<file path="src/rtl/bitmanip_pkg.sv">
package bitmanip_pkg;

    typedef enum logic [1:0] {
        GRP_SHIFT = 2'd0,
        GRP_TEST  = 2'd1,
        GRP_CLEAR = 2'd2,
        GRP_SET   = 2'd3
    } grp_e;

    typedef enum logic [2:0] {
        SH_ROL_CIRC  = 3'd0,
        SH_ROR_CIRC  = 3'd1,
        SH_ROL_CARRY = 3'd2,
        SH_ROR_CARRY = 3'd3,
        SH_SHL       = 3'd4,
        SH_SHR_ARITH = 3'd5,
        SH_NIB_SWAP  = 3'd6,
        SH_SHR_LOGIC = 3'd7
    } shop_e;

    localparam int FLG_Z = 3;
    localparam int FLG_N = 2;
    localparam int FLG_H = 1;
    localparam int FLG_C = 0;

    localparam logic [2:0] SEL_MEM = 3'd6;
    localparam logic [2:0] SEL_ACC = 3'd7;

    typedef struct packed {
        grp_e       grp;
        logic [2:0] idx;
        logic [2:0] sel;
        logic       is_mem;
        logic       acc_form;
    } dec_t;

endpackage

</file>
<file path="src/rtl/bitmanip_decode.sv">
module bitmanip_decode
    import bitmanip_pkg::*;
(
    input  logic       prefixed_i,
    input  logic [7:0] opcode_i,
    output dec_t       dec_o
);
    always_comb begin
        if (prefixed_i) begin
            dec_o.grp      = grp_e'(opcode_i[7:6]);
            dec_o.idx      = opcode_i[5:3];
            dec_o.sel      = opcode_i[2:0];
            dec_o.is_mem   = (opcode_i[2:0] == SEL_MEM);
            dec_o.acc_form = 1'b0;
        end else begin
            dec_o.grp      = GRP_SHIFT;
            dec_o.idx      = opcode_i[3] ? 3'(SH_ROR_CIRC) : 3'(SH_ROL_CIRC);
            dec_o.sel      = SEL_ACC;
            dec_o.is_mem   = 1'b0;
            dec_o.acc_form = 1'b1;
        end
    end
endmodule

</file>
<file path="src/rtl/bitmanip_shifter.sv">
module bitmanip_shifter
    import bitmanip_pkg::*;
#(
    parameter int DATA_W = 8
) (
    input  logic [DATA_W-1:0] value_i,
    input  shop_e             op_i,
    input  logic              carry_i,
    output logic [DATA_W-1:0] result_o,
    output logic              carry_o
);
    localparam int HALF_W = DATA_W / 2;

    logic [DATA_W-1:0] swapped;

    genvar g;
    generate
        for (g = 0; g < HALF_W; g++) begin : g_swap
            assign swapped[g]          = value_i[g + HALF_W];
            assign swapped[g + HALF_W] = value_i[g];
        end
    endgenerate

    always_comb begin
        result_o = value_i;
        carry_o  = 1'b0;
        unique case (op_i)
            SH_ROL_CIRC: begin
                result_o = {value_i[DATA_W-2:0], value_i[DATA_W-1]};
                carry_o  = value_i[DATA_W-1];
            end
            SH_ROR_CIRC: begin
                result_o = {value_i[0], value_i[DATA_W-1:1]};
                carry_o  = value_i[0];
            end
            SH_ROL_CARRY: begin
                result_o = {value_i[DATA_W-2:0], carry_i};
                carry_o  = value_i[DATA_W-1];
            end
            SH_ROR_CARRY: begin
                result_o = {carry_i, value_i[DATA_W-1:1]};
                carry_o  = value_i[0];
            end
            SH_SHL: begin
                result_o = {value_i[DATA_W-2:0], 1'b0};
                carry_o  = value_i[DATA_W-1];
            end
            SH_SHR_ARITH: begin
                result_o = {value_i[DATA_W-1], value_i[DATA_W-1:1]};
                carry_o  = value_i[0];
            end
            SH_NIB_SWAP: begin
                result_o = swapped;
                carry_o  = 1'b0;
            end
            SH_SHR_LOGIC: begin
                result_o = {1'b0, value_i[DATA_W-1:1]};
                carry_o  = value_i[0];
            end
            default: begin
                result_o = value_i;
                carry_o  = 1'b0;
            end
        endcase
    end
endmodule

</file>
<file path="src/rtl/bitmanip_bitops.sv">
module bitmanip_bitops
    import bitmanip_pkg::*;
#(
    parameter int DATA_W = 8,
    parameter int IDX_W  = $clog2(DATA_W)
) (
    input  logic [DATA_W-1:0] value_i,
    input  logic [IDX_W-1:0]  idx_i,
    input  grp_e              grp_i,
    output logic [DATA_W-1:0] result_o,
    output logic              tested_o
);
    logic [DATA_W-1:0] onehot;

    genvar g;
    generate
        for (g = 0; g < DATA_W; g++) begin : g_mask
            assign onehot[g] = (idx_i == IDX_W'(g));
        end
    endgenerate

    assign tested_o = |(value_i & onehot);

    always_comb begin
        unique case (grp_i)
            GRP_CLEAR: result_o = value_i & ~onehot;
            GRP_SET:   result_o = value_i | onehot;
            default:   result_o = value_i;
        endcase
    end
endmodule

</file>
<file path="src/rtl/bitmanip_unit.sv">
module bitmanip_unit
    import bitmanip_pkg::*;
#(
    parameter int DATA_W     = 8,
    parameter int REG_CYCLES = 2,
    parameter int MEM_EXTRA  = 2,
    parameter int ACC_CYCLES = 1,
    parameter int CYC_W      = $clog2(REG_CYCLES + MEM_EXTRA + 1)
) (
    input  logic              clk,
    input  logic              rst_n,
    input  logic              start_i,
    input  logic              prefixed_i,
    input  logic [7:0]        opcode_i,
    input  logic [DATA_W-1:0] operand_i,
    input  logic [3:0]        flags_i,
    output logic [2:0]        src_sel_o,
    output logic              src_is_mem_o,
    output logic              valid_o,
    output logic [DATA_W-1:0] result_o,
    output logic              result_we_o,
    output logic [3:0]        flags_o,
    output logic [3:0]        flag_mask_o,
    output logic [CYC_W-1:0]  cycles_o
);
    localparam int IDX_W = $clog2(DATA_W);
    localparam logic [CYC_W-1:0] CYC_REG = CYC_W'(REG_CYCLES);
    localparam logic [CYC_W-1:0] CYC_MEM = CYC_W'(REG_CYCLES + MEM_EXTRA);
    localparam logic [CYC_W-1:0] CYC_ACC = CYC_W'(ACC_CYCLES);

    typedef struct packed {
        logic              valid;
        logic [DATA_W-1:0] result;
        logic              we;
        logic [3:0]        flags;
        logic [3:0]        mask;
        logic [CYC_W-1:0]  cycles;
    } state_t;

    dec_t              dec;
    logic [DATA_W-1:0] sh_result;
    logic              sh_carry;
    logic [DATA_W-1:0] bit_result;
    logic              bit_tested;
    state_t            st_d;
    state_t            st_q;

    bitmanip_decode u_decode (
        .prefixed_i (prefixed_i),
        .opcode_i   (opcode_i),
        .dec_o      (dec)
    );

    bitmanip_shifter #(.DATA_W(DATA_W)) u_shifter (
        .value_i  (operand_i),
        .op_i     (shop_e'(dec.idx)),
        .carry_i  (flags_i[FLG_C]),
        .result_o (sh_result),
        .carry_o  (sh_carry)
    );

    bitmanip_bitops #(.DATA_W(DATA_W)) u_bitops (
        .value_i  (operand_i),
        .idx_i    (dec.idx[IDX_W-1:0]),
        .grp_i    (dec.grp),
        .result_o (bit_result),
        .tested_o (bit_tested)
    );

    assign src_sel_o    = dec.sel;
    assign src_is_mem_o = dec.is_mem;

    always_comb begin
        st_d       = st_q;
        st_d.valid = 1'b0;
        if (start_i) begin
            st_d.valid  = 1'b1;
            st_d.flags  = flags_i;
            st_d.cycles = dec.acc_form ? CYC_ACC : (dec.is_mem ? CYC_MEM : CYC_REG);
            unique case (dec.grp)
                GRP_SHIFT: begin
                    st_d.result       = sh_result;
                    st_d.we           = 1'b1;
                    st_d.mask         = 4'b1111;
                    st_d.flags[FLG_Z] = dec.acc_form ? 1'b0 : (sh_result == '0);
                    st_d.flags[FLG_N] = 1'b0;
                    st_d.flags[FLG_H] = 1'b0;
                    st_d.flags[FLG_C] = sh_carry;
                end
                GRP_TEST: begin
                    st_d.result       = operand_i;
                    st_d.we           = 1'b0;
                    st_d.mask         = 4'b1110;
                    st_d.flags[FLG_Z] = ~bit_tested;
                    st_d.flags[FLG_N] = 1'b0;
                    st_d.flags[FLG_H] = 1'b1;
                end
                default: begin
                    st_d.result = bit_result;
                    st_d.we     = 1'b1;
                    st_d.mask   = 4'b0000;
                end
            endcase
        end
    end

    always_ff @(posedge clk) begin
        if (!rst_n) st_q <= '0;
        else        st_q <= st_d;
    end

    assign valid_o     = st_q.valid;
    assign result_o    = st_q.result;
    assign result_we_o = st_q.we;
    assign flags_o     = st_q.flags;
    assign flag_mask_o = st_q.mask;
    assign cycles_o    = st_q.cycles;

    p_test_no_write_r3: assert property (@(posedge clk) disable iff (!rst_n)
        (start_i && prefixed_i && opcode_i[7:6] == 2'b01)
        |=> (valid_o && !result_we_o && flag_mask_o == 4'b1110
             && flags_o[FLG_H] && !flags_o[FLG_N]));

    p_clear_bit_r4: assert property (@(posedge clk) disable iff (!rst_n)
        (start_i && prefixed_i && opcode_i[7:6] == 2'b10)
        |=> (result_o[$past(opcode_i[5:3])] == 1'b0 && flag_mask_o == 4'b0000 && result_we_o));

    p_set_bit_r5: assert property (@(posedge clk) disable iff (!rst_n)
        (start_i && prefixed_i && opcode_i[7:6] == 2'b11)
        |=> (result_o[$past(opcode_i[5:3])] == 1'b1 && flag_mask_o == 4'b0000 && result_we_o));

    p_circ_keeps_ones_r6: assert property (@(posedge clk) disable iff (!rst_n)
        (start_i && prefixed_i && opcode_i[7:4] == 4'b0000)
        |=> ($countones(result_o) == $countones($past(operand_i))));

    p_swap_clears_c_r9: assert property (@(posedge clk) disable iff (!rst_n)
        (start_i && prefixed_i && opcode_i[7:3] == 5'b00110)
        |=> (!flags_o[FLG_C]));

    p_shift_flags_r10: assert property (@(posedge clk) disable iff (!rst_n)
        (start_i && prefixed_i && opcode_i[7:6] == 2'b00)
        |=> (flags_o[FLG_Z] == (result_o == '0) && !flags_o[FLG_N] && !flags_o[FLG_H]
             && flag_mask_o == 4'b1111));

    p_mem_cost_r11: assert property (@(posedge clk) disable iff (!rst_n)
        (start_i && prefixed_i && opcode_i[2:0] == SEL_MEM)
        |=> (cycles_o == CYC_MEM));

    p_acc_no_zero_r12: assert property (@(posedge clk) disable iff (!rst_n)
        (start_i && !prefixed_i) |=> (flags_o[3:1] == 3'b000 && result_we_o));

    p_valid_pulse_r2: assert property (@(posedge clk) disable iff (!rst_n)
        (!start_i) |=> (!valid_o));

endmodule

</file>
<file path="config.mk">
export PLATFORM = sky130hd
export DESIGN_NAME = bitmanip_unit
export DESIGN_NICKNAME = d
export VERILOG_FILES = /design/src/rtl/bitmanip_pkg.sv /design/src/rtl/bitmanip_decode.sv /design/src/rtl/bitmanip_shifter.sv /design/src/rtl/bitmanip_bitops.sv /design/src/rtl/bitmanip_unit.sv
export SDC_FILE = /design/constraint.sdc
export NUM_CORES = 1
export LEC_CHECK = 0
export BUFFER_PORTS_ARGS = -buffer_cell sky130_fd_sc_hd__buf_2
export CAP_MARGIN = 0
export CELL_PAD_IN_SITES_DETAIL_PLACEMENT = 0
export CELL_PAD_IN_SITES_GLOBAL_PLACEMENT = 1
export CORE_ASPECT_RATIO = 0.7
export CORE_MARGIN = 2
export CORE_UTILIZATION = 31
export DETAILED_ROUTE_END_ITERATION = 7
export GPL_TIMING_DRIVEN = 1
export PLACE_DENSITY = 0.74
export SLEW_MARGIN = 20
export SYNTH_ARGS = -nofsm -noshare
export SYNTH_HDL_FRONTEND = slang
export SYNTH_SLANG_ARGS = --single-unit
</file>
<file path="constraint.sdc">
create_clock -name clk -period 1.3 [get_ports clk]
set_clock_uncertainty 0.15 [all_clocks]
set_input_delay 0.065 -clock clk [delete_from_list [all_inputs] [get_ports clk]]
set_output_delay 0.065 -clock clk [all_outputs]
set_load 0.005 [all_outputs]
</file>
* Yosys cells after proc, flatten, opt, wreduce, memory -nomap -nowiden
Index checks and enable logic that the tools add are counted.
W data, S select, Z words.
** Storage, ports and cells
- Register bits :: 21
- Output and inout port bits :: 25
- Input bits :: 24
- Logic and storage cells :: 41
** Cells by class
- Multiplexer cells :: 13
- Equal/unequal tests :: 11
- Bitwise operators :: 5
- Reduce and logical (&&, ||, !) cells :: 6
** Operators with widths (number)
- $pmux W8 S8 :: 1
- $mux W21 :: 1
- $pmux W9 S2 :: 1
- $and A8 B8 Y8 :: 2
- $pmux W8 S2 :: 1
- $eq A3 B3 Y1 const B :: 5
- $mux W10 :: 1
- $logic_not A8 Y1 :: 1
- $not A8 Y8 :: 1
- $or A8 B8 Y8 :: 1
- $pmux W4 S2 :: 1
- $reduce_or A8 Y1 :: 1
- $eq A3 B2 Y1 const B :: 2
- $mux W3 :: 2
- $pmux W3 S2 :: 1
- $eq A2 B2 Y1 const B :: 2
- $reduce_or A4 Y1 :: 1
- $eq A3 B1 Y1 const B :: 1
- $logic_not A3 Y1 :: 1
- $mux W1 :: 3
- $pmux W1 S3 :: 1
- $reduce_or A3 Y1 :: 1
- $eq A2 B1 Y1 const B :: 1
- $logic_not A2 Y1 :: 1
- $not A1 Y1 :: 1

* Logic depth before layout (Yosys ltp)
Gate-level depths: netlist (run 1).
- Word-level depth :: 8
- Depth in mapped cells :: 6
- Depth with buffers taken out :: 5

* Modules after synthesis
Synthesis (run 1) repeated with hierarchy kept, for this count alone.
** Second synthesis, totals
- Cells, all modules :: 169
- Area, all modules :: 1460.2 um^2
** Modules (own cells, without submodules)
- bitmanip_unit :: seq. area each 380.4 um^2, area an instance 917.1 um^2, cells an instance 104, instances 1
- bitmanip_bitops :: seq. area each 0.0 um^2, area an instance 250.2 um^2, cells an instance 22, instances 1
- bitmanip_shifter :: seq. area each 0.0 um^2, area an instance 222.7 um^2, cells an instance 33, instances 1
- bitmanip_decode :: seq. area each 0.0 um^2, area an instance 70.1 um^2, cells an instance 10, instances 1

* Worst setup path after synthesis (run 1)
No wires, ideal clock.
- Path type :: input port to flip-flop
- Start point :: input port opcode_i[5]
- End point :: register st_q, in the netlist flags_o[3]
- Stages :: 6
- Setup time :: 0.132 ns
- Setup slack :: 0.027 ns
- Arrival time :: 0.991 ns
- Path buffers :: 1
- Data required time :: 1.018 ns
- Path through :: buf_2 > o21ai_1 > a21oi_1 > a31o_1 > a41oi_1 > o32ai_2
** On the way
- Longest elaborated chain between the ends :: 6
- Elaborated cells on any way between the ends :: 16
- Classes of those cells :: 7 x eq/ne; 4 x mux; 2 x bitwise; 3 x reduce/logical
** RTL lines
- from (decl) :: line bitmanip_unit.sv:14 : input logic [7:0] opcode_i,
- $mux W10 * :: line bitmanip_decode.sv:9 : if (prefixed_i) begin
- $eq A3 B3 Y1 (tied with other cells) :: line bitmanip_shifter.sv:27, bitmanip_bitops.sv:18
- $pmux W8 S8 / $and A8 B8 Y8 (equally long branches) :: line bitmanip_shifter.sv:27, bitmanip_bitops.sv:22
- $logic_not A8 Y1 / $reduce_or A8 Y1 (equally long branches) :: line bitmanip_unit.sv:85, bitmanip_bitops.sv:22
- $mux W1 / $not A1 Y1 (equally long branches) :: line bitmanip_unit.sv:85, bitmanip_unit.sv:94
- $pmux W3 S2 * :: line bitmanip_unit.sv:80 : unique case (dec.grp)
- to (signal assigned) :: line bitmanip_unit.sv:109 : else st_q <= st_d;
- to (decl) :: line bitmanip_unit.sv:46 : state_t st_q;
Mark *: on every way between the ends. The rest lies on a longest branch, timed or not.
A chain may end at the register's enable or synchronous reset.

* Final worst setup path (run 1)
- Start point :: input port opcode_i[4]
- End point :: register st_q, in the netlist flags_o[3]
The elaborated chain is that of the path after synthesis.

==> impl_metrics.tcl, run 1 <==
set metrics [dict create \
    status "finished clean" \
    route.detailed.drc 0 \
    wl_per_cell_um 14.9 \
    drt_wl_total_um 4790 \
    register_area_um2 382 \
    io_pins 49 \
    rsz0062_at_grt "no" \
    cts_tree "yes" \
    clk_pin_slew_worst_paths_ps 80 \
    min_period_over_period_pct 96.3 \
    cellLeakagePower_nw 0.952 \
    synth.top_cell.area_share_pct 26.8 \
    crit_required_ps 1330 \
    initial_utilization_pct 32.5 \
    cts_sinks 19 \
    cp_max_fo 9 \
    synth_edf_count 0 \
    port_buffers 48 \
    pwr_density_cell_mw_per_mm2 787 \
    antenna_found_initial 0 \
    fp.dieH_um 60.7 \
    core_area_mm2 0.00438 \
    area_growth_pct 43.0 \
    clockRootBuffer "clkbuf_8" \
    syn_area_per_cell_um2 7.44 \
    grt_pass1_wl_um 7700 \
    drv_slew 0 \
    syn-num-nets 215 \
    p_total_mw 1.60 \
    ys_warn_count 0 \
    worstPathArrival_ps 1280 \
    post_cts_buffers 0 \
    dp_hpwl_um 3830 \
    syn_inst 191 \
    peakVddDrop_v 0.000451 \
    clock.fmax_mhz 799 \
    gr-total-overflow 0 \
    drive_gt1_share_pct 39.1 \
    ys_ff_latch 19 \
    vias 1693 \
    fin_nets 291 \
    maxCapViolations 0 \
    grt_pass1_vias 1521 \
    clock_latency_ps 260 \
    grt.total_usage_pct 19.0 \
    cpMaxStageDelayCell "a221o_1" \
    async_reset_ff_share_pct 0 \
    dieArea_mm2 0.00515 \
    crit_buf_inv 1 \
    cts_buffers 3 \
    synth_flop_cell "dfxtp_1" \
    tightest_slew_ps 351 \
    multi_input_area_um2 933 \
    ys_top_cells_by_area "dfxtp_1, o21ai_0, nand2_1, a21oi_1, a31oi_1" \
    critPathTopFamily "compound AO/OA/AOI/OAI gates" \
    finalHoldViolCount 0 \
    r2r_slack_ps 90 \
    cp-start-kind "input pin" \
    routed_via_density 5.27 \
    maxSlewHeadroom_pct 76.4 \
    fin_crit_ps 1250 \
    final_antenna_net_count 0 \
    syn-cell-area_mm2 0.00142 \
    synth_area_leader_cell "dfxtp_1" \
    ctsLongestPathBuffers 2 \
    slowest_delay_ps 290 \
    row_count 20 \
    endpoint_kind "flop" \
    crit_type "in2reg" \
    yosysSeqAreaShare_pct 26.8 \
    fill_cells 439 \
    dieWidth_um 84.9 \
    fin_util_pct 46.4 \
    drt_pass1_iterations 4 \
    grt_max_degree 19 \
    path_cells "clkbuf_4 -> nand3_4 -> and3_1 -> a221o_1 -> nand4b_1 -> o32ai_2" \
    yosysUniqueCellTypes 48 \
    diodes 0 \
    drt_iter0_drc 97 \
    place_congestion 0.884 \
    hold_class "in2reg" \
    finalSetupViolCount 0 \
    cts_max_level 1 \
]
placed cells by master (no fill, tap or decap), types with 3 or more instances in the layout:
| cell | count |
|---|---|
| a21o_1 | 3 |
| a21oi_1 | 15 |
| a31oi_1 | 8 |
| a32oi_1 | 3 |
| and3_1 | 3 |
| buf_2 | 46 |
| buf_4 | 42 |
| clkbuf_8 | 3 |
| dfxtp_1 | 18 |
| inv_1 | 5 |
| nand2_1 | 21 |
| nand2b_1 | 7 |
| nand3_1 | 8 |
| nor2_1 | 8 |
| nor2b_1 | 6 |
| o211a_1 | 5 |
| o211ai_1 | 3 |
| o21ai_0 | 15 |
cell usage after synthesis, drive strengths merged (5+ instances only):
cell    number
a21oi       15
o21ai       18
clkbuf       9
nand2       21
inv          5
nor2b        6
buf         12
nor2         8
nand3        9
dfxtp       19
o211a        5
nand2b       7
a31oi        8
final cells by class:
class | instances | share of cell area, %
multi-input cells | 146 | 45.9
repair buffers | 92 | 28.6
flip-flops and latches | 19 | 18.8
well taps | 55 | 3.39
clock buffers | 3 | 2.03
inverters | 5 | 0.924
clock inverters | 1 | 0.369
final timing paths:
kind | startpoint | to | cells after the start
max | opcode_i[4] | flags_o[3] | 6
min | opcode_i[0] | cycles_o[2] | 4
max reg2reg | flags_o[3] | flags_o[3] | 4
min reg2reg | flags_o[2] | flags_o[2] | 2
logic make-up after synthesis:
family                 after synthesis  share of synthesized area, %
multiplexers                         4                          2.99
AO/OA/AOI/OAI                       77                          37.6
flip-flops                          19                          26.8
buffers and inverters               26                          8.63
AND/OR/NAND/NOR                     65                          24.0
routing by layer:
layer	up-vias	GRT usage [%]	share of wire [%]
li1	858	-	-
met1	780	29.5	54
met2	55	27.6	40
met3	0	4.22	6.7
met4	0	2.27	0
met5	-	0	0
state kept, by name (all words and copies together) (netlist names):
| name | count |
|---|---|
| result_o | 8 |
| flags_o | 4 |
| cycles_o | 3 |
| flag_mask_o | 2 |
| result_we_o | 1 |
| valid_o | 1 |
worst reg2reg max path, delay by kind of cell (launching register included):
kind            cells  cell delay (ps)
flops               1              350
compound gates      2              330
simple gates        2              290
power breakdown:
group	switching [mW]	total (mW)	internal, mW
logic	0.271	0.529	0.258
registers	0.0191	0.641	0.622
clock network	0.213	0.430	0.216
total	0.503	1.60	1.10
what timing repair did:
action                     in CTS  in global routing
resized for setup               4                  3
hold endpoints to repair        2                  0
hold buffers                    2                  0
setup endpoints to repair       1                  2
pin swaps                       3                  2
per-stage QoR:
stage	hold WS, ps	cells	cell area (µm²)	setup WS (ps)	TNS (ps)
after floorplan	21.3	191	1420	26.9	0
after global placement	215	315	1940	-180	-886
after detailed placement	219	315	1940	-217	-989
after CTS	38.7	321	2020	8.48	0
after global routing	54.6	321	2030	5.36	0
final	31.0	321	2030	48.4	0
Note: power is estimated with default switching activity, not from simulation.
==> inputs of run 2 (changes only) <==
--- a/config.mk
+++ b/config.mk
@@ -11,11 +11,12 @@
 export CELL_PAD_IN_SITES_GLOBAL_PLACEMENT = 1
 export CORE_ASPECT_RATIO = 0.7
 export CORE_MARGIN = 2
-export CORE_UTILIZATION = 31
+export CORE_UTILIZATION = 33
 export DETAILED_ROUTE_END_ITERATION = 7
 export GPL_TIMING_DRIVEN = 1
-export PLACE_DENSITY = 0.74
+export PLACE_DENSITY = 0.76
 export SLEW_MARGIN = 20
 export SYNTH_ARGS = -nofsm -noshare
 export SYNTH_HDL_FRONTEND = slang
+export SYNTH_HIERARCHICAL = 1
 export SYNTH_SLANG_ARGS = --single-unit
==> run 2 against run 1 <==
  * The run now ends with negative setup slack left
  * Synthesized cell count is 12% lower
  * Maximum frequency is 13% lower
  * Global-route usage is 1.6 points lower
  * Critical path type unchanged
  * Critical endpoint unchanged
==> impl_metrics.tcl, run 2 <==
set metrics [dict create \
    status "complete, but fails checks" \
    failed_checks "negative setup slack" \
    layout_commonest_cell "buf_2" \
    async_reset_ff_share_pct 0 \
    grt.total_usage_pct 17.4 \
    cts_tree "yes" \
    crit_type "in2reg" \
    largest_reg_flops 8 \
    dieWidth_um 83.5 \
    synth_area_leader_cell "dfxtp_1" \
    fin_util_pct 49.7 \
    rsz0062_at_grt "yes" \
    grt_pass1_wl_um 6910 \
    grt_pass1_vias 1449 \
    layout_common_cells "buf_2, buf_4, dfxtp_1, o21ai_1, mux2i_1" \
    final_antenna_net_count 0 \
    dp_hpwl_um 3250 \
    cts_sinks 19 \
    clockRootBuffer "clkbuf_8" \
    netlist_top_cells_count "dfxtp_1, o21ai_1, mux2i_1, o21ai_0" \
    dpl_worst_slack_ps -471 \
    yosysUniqueCellTypes 38 \
    pwr_density_cell_mw_per_mm2 749 \
    cts_buffers 3 \
    synth_flop_cell "dfxtp_1" \
    area_growth_pct 46.4 \
    drt_wl_total_um 4370 \
    dieArea_mm2 0.00498 \
    syn_area_per_cell_um2 8.64 \
    finalHoldViolCount 0 \
    maxCapViolations 0 \
    clock_latency_ps 260 \
    wl_per_cell_um 14.6 \
    grt_max_degree 28 \
    routed_via_density 5.15 \
    drv_slew 0 \
    maxSlewHeadroom_pct 79.1 \
    worstPathArrival_ps 1480 \
    endpoint_kind "flop" \
    initial_utilization_pct 33.9 \
    vias 1540 \
    fin_nets 269 \
    crit_buf_inv 1 \
    cp_max_fo 6 \
    synth.top_cell.area_share_pct 26.0 \
    ys_top_cells_by_area "dfxtp_1, mux2i_1, mux2_2, nand3b_1, o21ai_1" \
    whs_ps 26.7 \
    synth_edf_count 0 \
    fill_cells 450 \
    fin_crit_ps 1440 \
    ys_ff_latch 19 \
    diodes 0 \
    row_count 20 \
    route.detailed.drc 0 \
    fin_ws_ps -140 \
    drt_pass1_iterations 4 \
    syn-cell-area_mm2 0.00146 \
    p_total_mw 1.60 \
    critPathTopFamily "multiplexers" \
    clk_pin_slew_worst_paths_ps 80 \
    drive_gt1_share_pct 50.8 \
    clock.fmax_mhz 695 \
    min_period_over_period_pct 111 \
    fp.dieH_um 59.7 \
    cp-start-kind "input pin" \
    cpMaxStageDelayCell "mux4_2" \
    syn_inst 169 \
    slowest_delay_ps 510 \
    crit_required_ps 1340 \
    drt_iter0_drc 67 \
    synth.most_common_cell "dfxtp_1" \
    io_pins 49 \
    tightest_slew_ps 313 \
    port_buffers 48 \
    ctsLongestPathBuffers 2 \
    path_cells "buf_6 -> and2_4 -> mux4_2 -> mux2_4 -> nor3b_2 -> a21oi_1 -> a31oi_1" \
    setup_tns_ps -419 \
    ys_warn_count 6 \
    yosysSeqAreaShare_pct 26.0 \
    place_congestion 0.855 \
    peakVddDrop_v 0.000499 \
    antenna_found_initial 0 \
    finalSetupViolCount 5 \
    cts_max_level 1 \
    cellLeakagePower_nw 0.979 \
    core_area_mm2 0.00430 \
    syn-num-nets 193 \
    gr-total-overflow 0 \
    hold_class "in2reg" \
]
-- run 2: changes by cell type in the layout (fill, tap and decap cells not counted), moves of 4 or more --
| cell | previous run | this run |
|---|---|---|
| and2_4 | 0 | 4 |
| a31oi_1 | 8 | 1 |
| nand3_1 | 8 | 2 |
| nand3b_1 | 0 | 10 |
| o21ai_1 | 2 | 15 |
| a21oi_1 | 15 | 5 |
| o211a_1 | 5 | 0 |
| mux2_4 | 0 | 6 |
| nand2_1 | 21 | 8 |
| buf_4 | 42 | 33 |
| mux2i_1 | 2 | 13 |
| o21ai_0 | 15 | 8 |
| a211oi_2 | 0 | 6 |
-- run 2: worst paths after layout --
check	from	endpoint	slack, ps	depth (start not counted)
setup / recovery	prefixed_i	flags_o[3]	-140	7
hold / removal	start_i	flags_o[1]	30	3
setup reg to reg	flag_mask_o[2]	flag_mask_o[2]	490	2
hold reg to reg	result_o[1]	result_o[1]	320	2
-- run 2: final cells by class --
cell class,instances,area (µm²),share of cell area [%]
multi-input cells,131,1060,49.6
repair buffers,87,572,26.7
flip-flops and latches,19,380,17.8
well taps,55,68.8,3.22
clock buffers,3,41.3,1.93
inverters,3,11.3,0.527
clock inverters,1,5.00,0.234
-- run 2: layer usage --
metal	vias up	track usage (%)	share of wire [%]
met5	-	0	0
met4	0	0.691	0.32
met3	2	5.66	7.7
met2	54	27.3	41
met1	711	24.8	51
li1	773	-	-
-- run 2: logic make-up (layout without fill, tap and decap cells) --
group           count (synthesis)  in the layout  share of synthesized area [%]
buf+inv                        19             94                           8.48
mux                            26             26                           21.3
simple gates                   60             60                           26.6
compound gates                 45             45                           17.7
flops                          19             19                           26.0
-- run 2: power by group --
| group | switching (mW) | total [mW] | internal, mW |
|---|---|---|---|
| sequential | 0.0184 | 0.640 | 0.621 |
| combinational | 0.255 | 0.542 | 0.287 |
| clock | 0.207 | 0.420 | 0.213 |
| total | 0.481 | 1.60 | 1.12 |
-- run 2: worst register-to-register path, delay by kind of cell, from the launching register on --
family,cells,cell delay (ps)
DFF,1,380
AOI/OAI and AO/OA,1,150
and+or+nand+nor,1,60
-- run 2: through the flow --
step,std cells,instance area [µm²]
after CTS,298,2070
after global routing,299,2140
after global placement,288,1920
final,299,2140
after floorplan,169,1490
after detailed placement,288,1920
-- run 2: what timing repair did --
item / CTS / global route
hold buffers: 4 / 0
endpoints found under the hold margin: 3 / 0
resized for setup: 12 / 17
pin swaps: 6 / 9
setup endpoints to repair: 9 / 9
cloned: 0 / 0
setup buffers: 2 / 1
==> inputs of run 3 (changes only) <==
--- a/config.mk
+++ b/config.mk
@@ -11,10 +11,10 @@
 export CELL_PAD_IN_SITES_GLOBAL_PLACEMENT = 1
 export CORE_ASPECT_RATIO = 0.7
 export CORE_MARGIN = 2
-export CORE_UTILIZATION = 33
+export CORE_UTILIZATION = 30
 export DETAILED_ROUTE_END_ITERATION = 7
 export GPL_TIMING_DRIVEN = 1
-export PLACE_DENSITY = 0.76
+export PLACE_DENSITY = 0.67
 export SLEW_MARGIN = 20
 export SYNTH_ARGS = -nofsm -noshare
 export SYNTH_HDL_FRONTEND = slang
==> constraint.sdc (replaced) <==
create_clock -name clk -period 1.6 [get_ports clk]
set_clock_uncertainty 0.15 [all_clocks]
set_input_delay 0.08 -clock clk [delete_from_list [all_inputs] [get_ports clk]]
set_output_delay 0.08 -clock clk [all_outputs]
set_load 0.005 [all_outputs]
==> run 3 against run 2 <==
  * The run now ends clean
  * Final cell count fell by 4.7%
  * Hold slack got worse by 13 ps
  * Via count fell by 4.7%
  * Critical path type unchanged
  * Largest cell class unchanged
  * Largest power group unchanged
  * Highest routed layer is now met3
==> impl_metrics.tcl, run 3 (synthesis gave the netlist of run 2 again) <==
set metrics [dict create \
    drive_gt1_share_pct 43.4 \
    cellLeakagePower_nw 0.859 \
    whs_endpoint "flags_o[0]" \
    crit_type "in2reg" \
    clockRootBuffer "clkbuf_8" \
    finalSetupViolCount 0 \
    maxSlewHeadroom_pct 68.9 \
    crit_buf_inv 3 \
    grt_max_degree 29 \
    wl_per_cell_um 14.0 \
    cts_tree "yes" \
    cts_buffers 3 \
    layout_commonest_cell "buf_2" \
    clk_pin_slew_worst_paths_ps 70 \
    power.share.switching_pct 29.3 \
    dp_hpwl_um 3210 \
    r2r-end "result_we_o" \
    seqPwrFrac_pct 42.7 \
    drt_iter0_drc 53 \
    r2r_slack_ps 800 \
    r2r_start "result_we_o" \
    tightest_slew_ps 466 \
    cp_max_fo 7 \
    fill_cells 501 \
    gr-total-overflow 0 \
    p_switching_mw 0.357 \
    largest_reg_flops 8 \
    fin_util_pct 40.4 \
    critPathTopFamily "simple AND/OR/NAND/NOR gates" \
    row_count 21 \
    whs_ps 14.1 \
    cp-start-kind "input pin" \
    ff2ff_path_depth 2 \
    finalHoldViolCount 0 \
    fin_crit_ps 1540 \
    intPower_mw 0.861 \
    dieWidth_um 87.4 \
    maxCapViolations 0 \
    area_growth_pct 30.8 \
    final_antenna_net_count 0 \
    layout_common_cells "buf_2, buf_4, dfxtp_1, o21ai_1, mux2i_1" \
    port_buffers 48 \
    core_area_mm2 0.00473 \
    crit_required_ps 1590 \
    clock_latency_ps 250 \
    clock.fmax_mhz 651 \
    clkPwrFrac_pct 27.3 \
    ctsLongestPathBuffers 2 \
    cts_sinks 19 \
    min_period_over_period_pct 96.0 \
    peakVddDrop_v 0.000364 \
    setup_tns_ps 0 \
    routed_via_density 5.15 \
    io_pins 49 \
    pwr_density_cell_mw_per_mm2 638 \
    route.detailed.drc 0 \
    cts_max_level 1 \
    diodes 0 \
    drv_slew 0 \
    fin_nets 253 \
    hold_class "in2reg" \
    drt_pass1_iterations 4 \
    vias 1467 \
    endpoint_kind "flop" \
    cpMaxStageDelayCell "nor4bb_2" \
    grt_pass1_vias 1350 \
    post_cts_buffers 0 \
    rsz0062_at_grt "no" \
    dieArea_mm2 0.00545 \
    drt_wl_total_um 3990 \
    grt_pass1_wl_um 6580 \
    initial_utilization_pct 30.9 \
    comb_power_share_pct 30.0 \
    slowest_delay_ps 330 \
    place_congestion 0.815 \
    placed_area_mm2 0.00181 \
    grt.total_usage_pct 14.8 \
    worstPathArrival_ps 1530 \
    hold_path_depth 3 \
    fp.dieH_um 62.4 \
    antenna_found_initial 0 \
    min_from "flags_i[0]" \
    final_area_mm2 0.00191 \
    path_cells "buf_2 -> buf_4 -> and2_2 -> nor4bb_2 -> buf_4 -> mux2_2 -> o21ai_1 -> o21ai_1" \
    status "finished clean" \
]
-- run 3: through the flow --
stage / cells / power, mW / worst slack, ps
floorplan: 169 / 0.750 / -85.2
global route: 285 / 1.30 / 7.18
CTS: 285 / 1.23 / 14.0
detailed placement: 278 / 0.886 / -260
finish: 285 / 1.22 / 64.2
global placement: 278 / 0.887 / -307
-- run 3: layout make-up --
class	count	area [µm²]	share of cell area, %
multi-input cells	131	980	51.3
repair buffers	71	420	22.0
flip-flops and latches	19	380	19.9
well taps	57	71.3	3.74
clock buffers	3	41.3	2.16
inverters	3	11.3	0.590
clock inverters	1	5.00	0.262
-- run 3: worst max path at each step --
stage | end | start | slack (ps) | cells after the start
2_1_floorplan | flags_o[3] | prefixed_i | -90 | 7
3_3_place_gp | result_o[2] | prefixed_i | -310 | 8
3_5_place_dp | result_o[2] | prefixed_i | -260 | 8
4_1_cts | result_o[2] | prefixed_i | 10 | 8
5_1_grt | result_o[7] | prefixed_i | 7 | 9
6_report | result_o[2] | prefixed_i | 60 | 8
-- run 3: power by group through the flow --
| stage | clock network [mW] | registers (mW) | logic [mW] |
|---|---|---|---|
| after floorplan | 0 | 0.534 | 0.216 |
| after detailed placement | 0 | 0.531 | 0.354 |
| after global routing | 0.373 | 0.524 | 0.404 |
| final | 0.332 | 0.520 | 0.366 |
| after global placement | 0 | 0.531 | 0.355 |
| after CTS | 0.344 | 0.520 | 0.362 |
-- run 3: worst min-delay path, cell delays in order --
cell and delay [ps]:
buf_2 100, mux2i_1 70, a21oi_1 130
-- run 3: timing repair --
action / 4_1_cts / 5_1_grt
setup endpoints to repair: 0 / 4
hold buffers: 3 / 0
gates resized for setup: 0 / 5
hold endpoints to repair: 3 / 0
-- run 3: routing by layer --
| metal | routed length, µm | up-vias | track usage [%] |
|---|---|---|---|
| met5 | 0 | - | 0 |
| met4 | 0 | 0 | 0.577 |
| met3 | 321 | 0 | 3.83 |
| met2 | 1570 | 54 | 19.7 |
| met1 | 2100 | 681 | 24.7 |
| li1 | - | 732 | - |
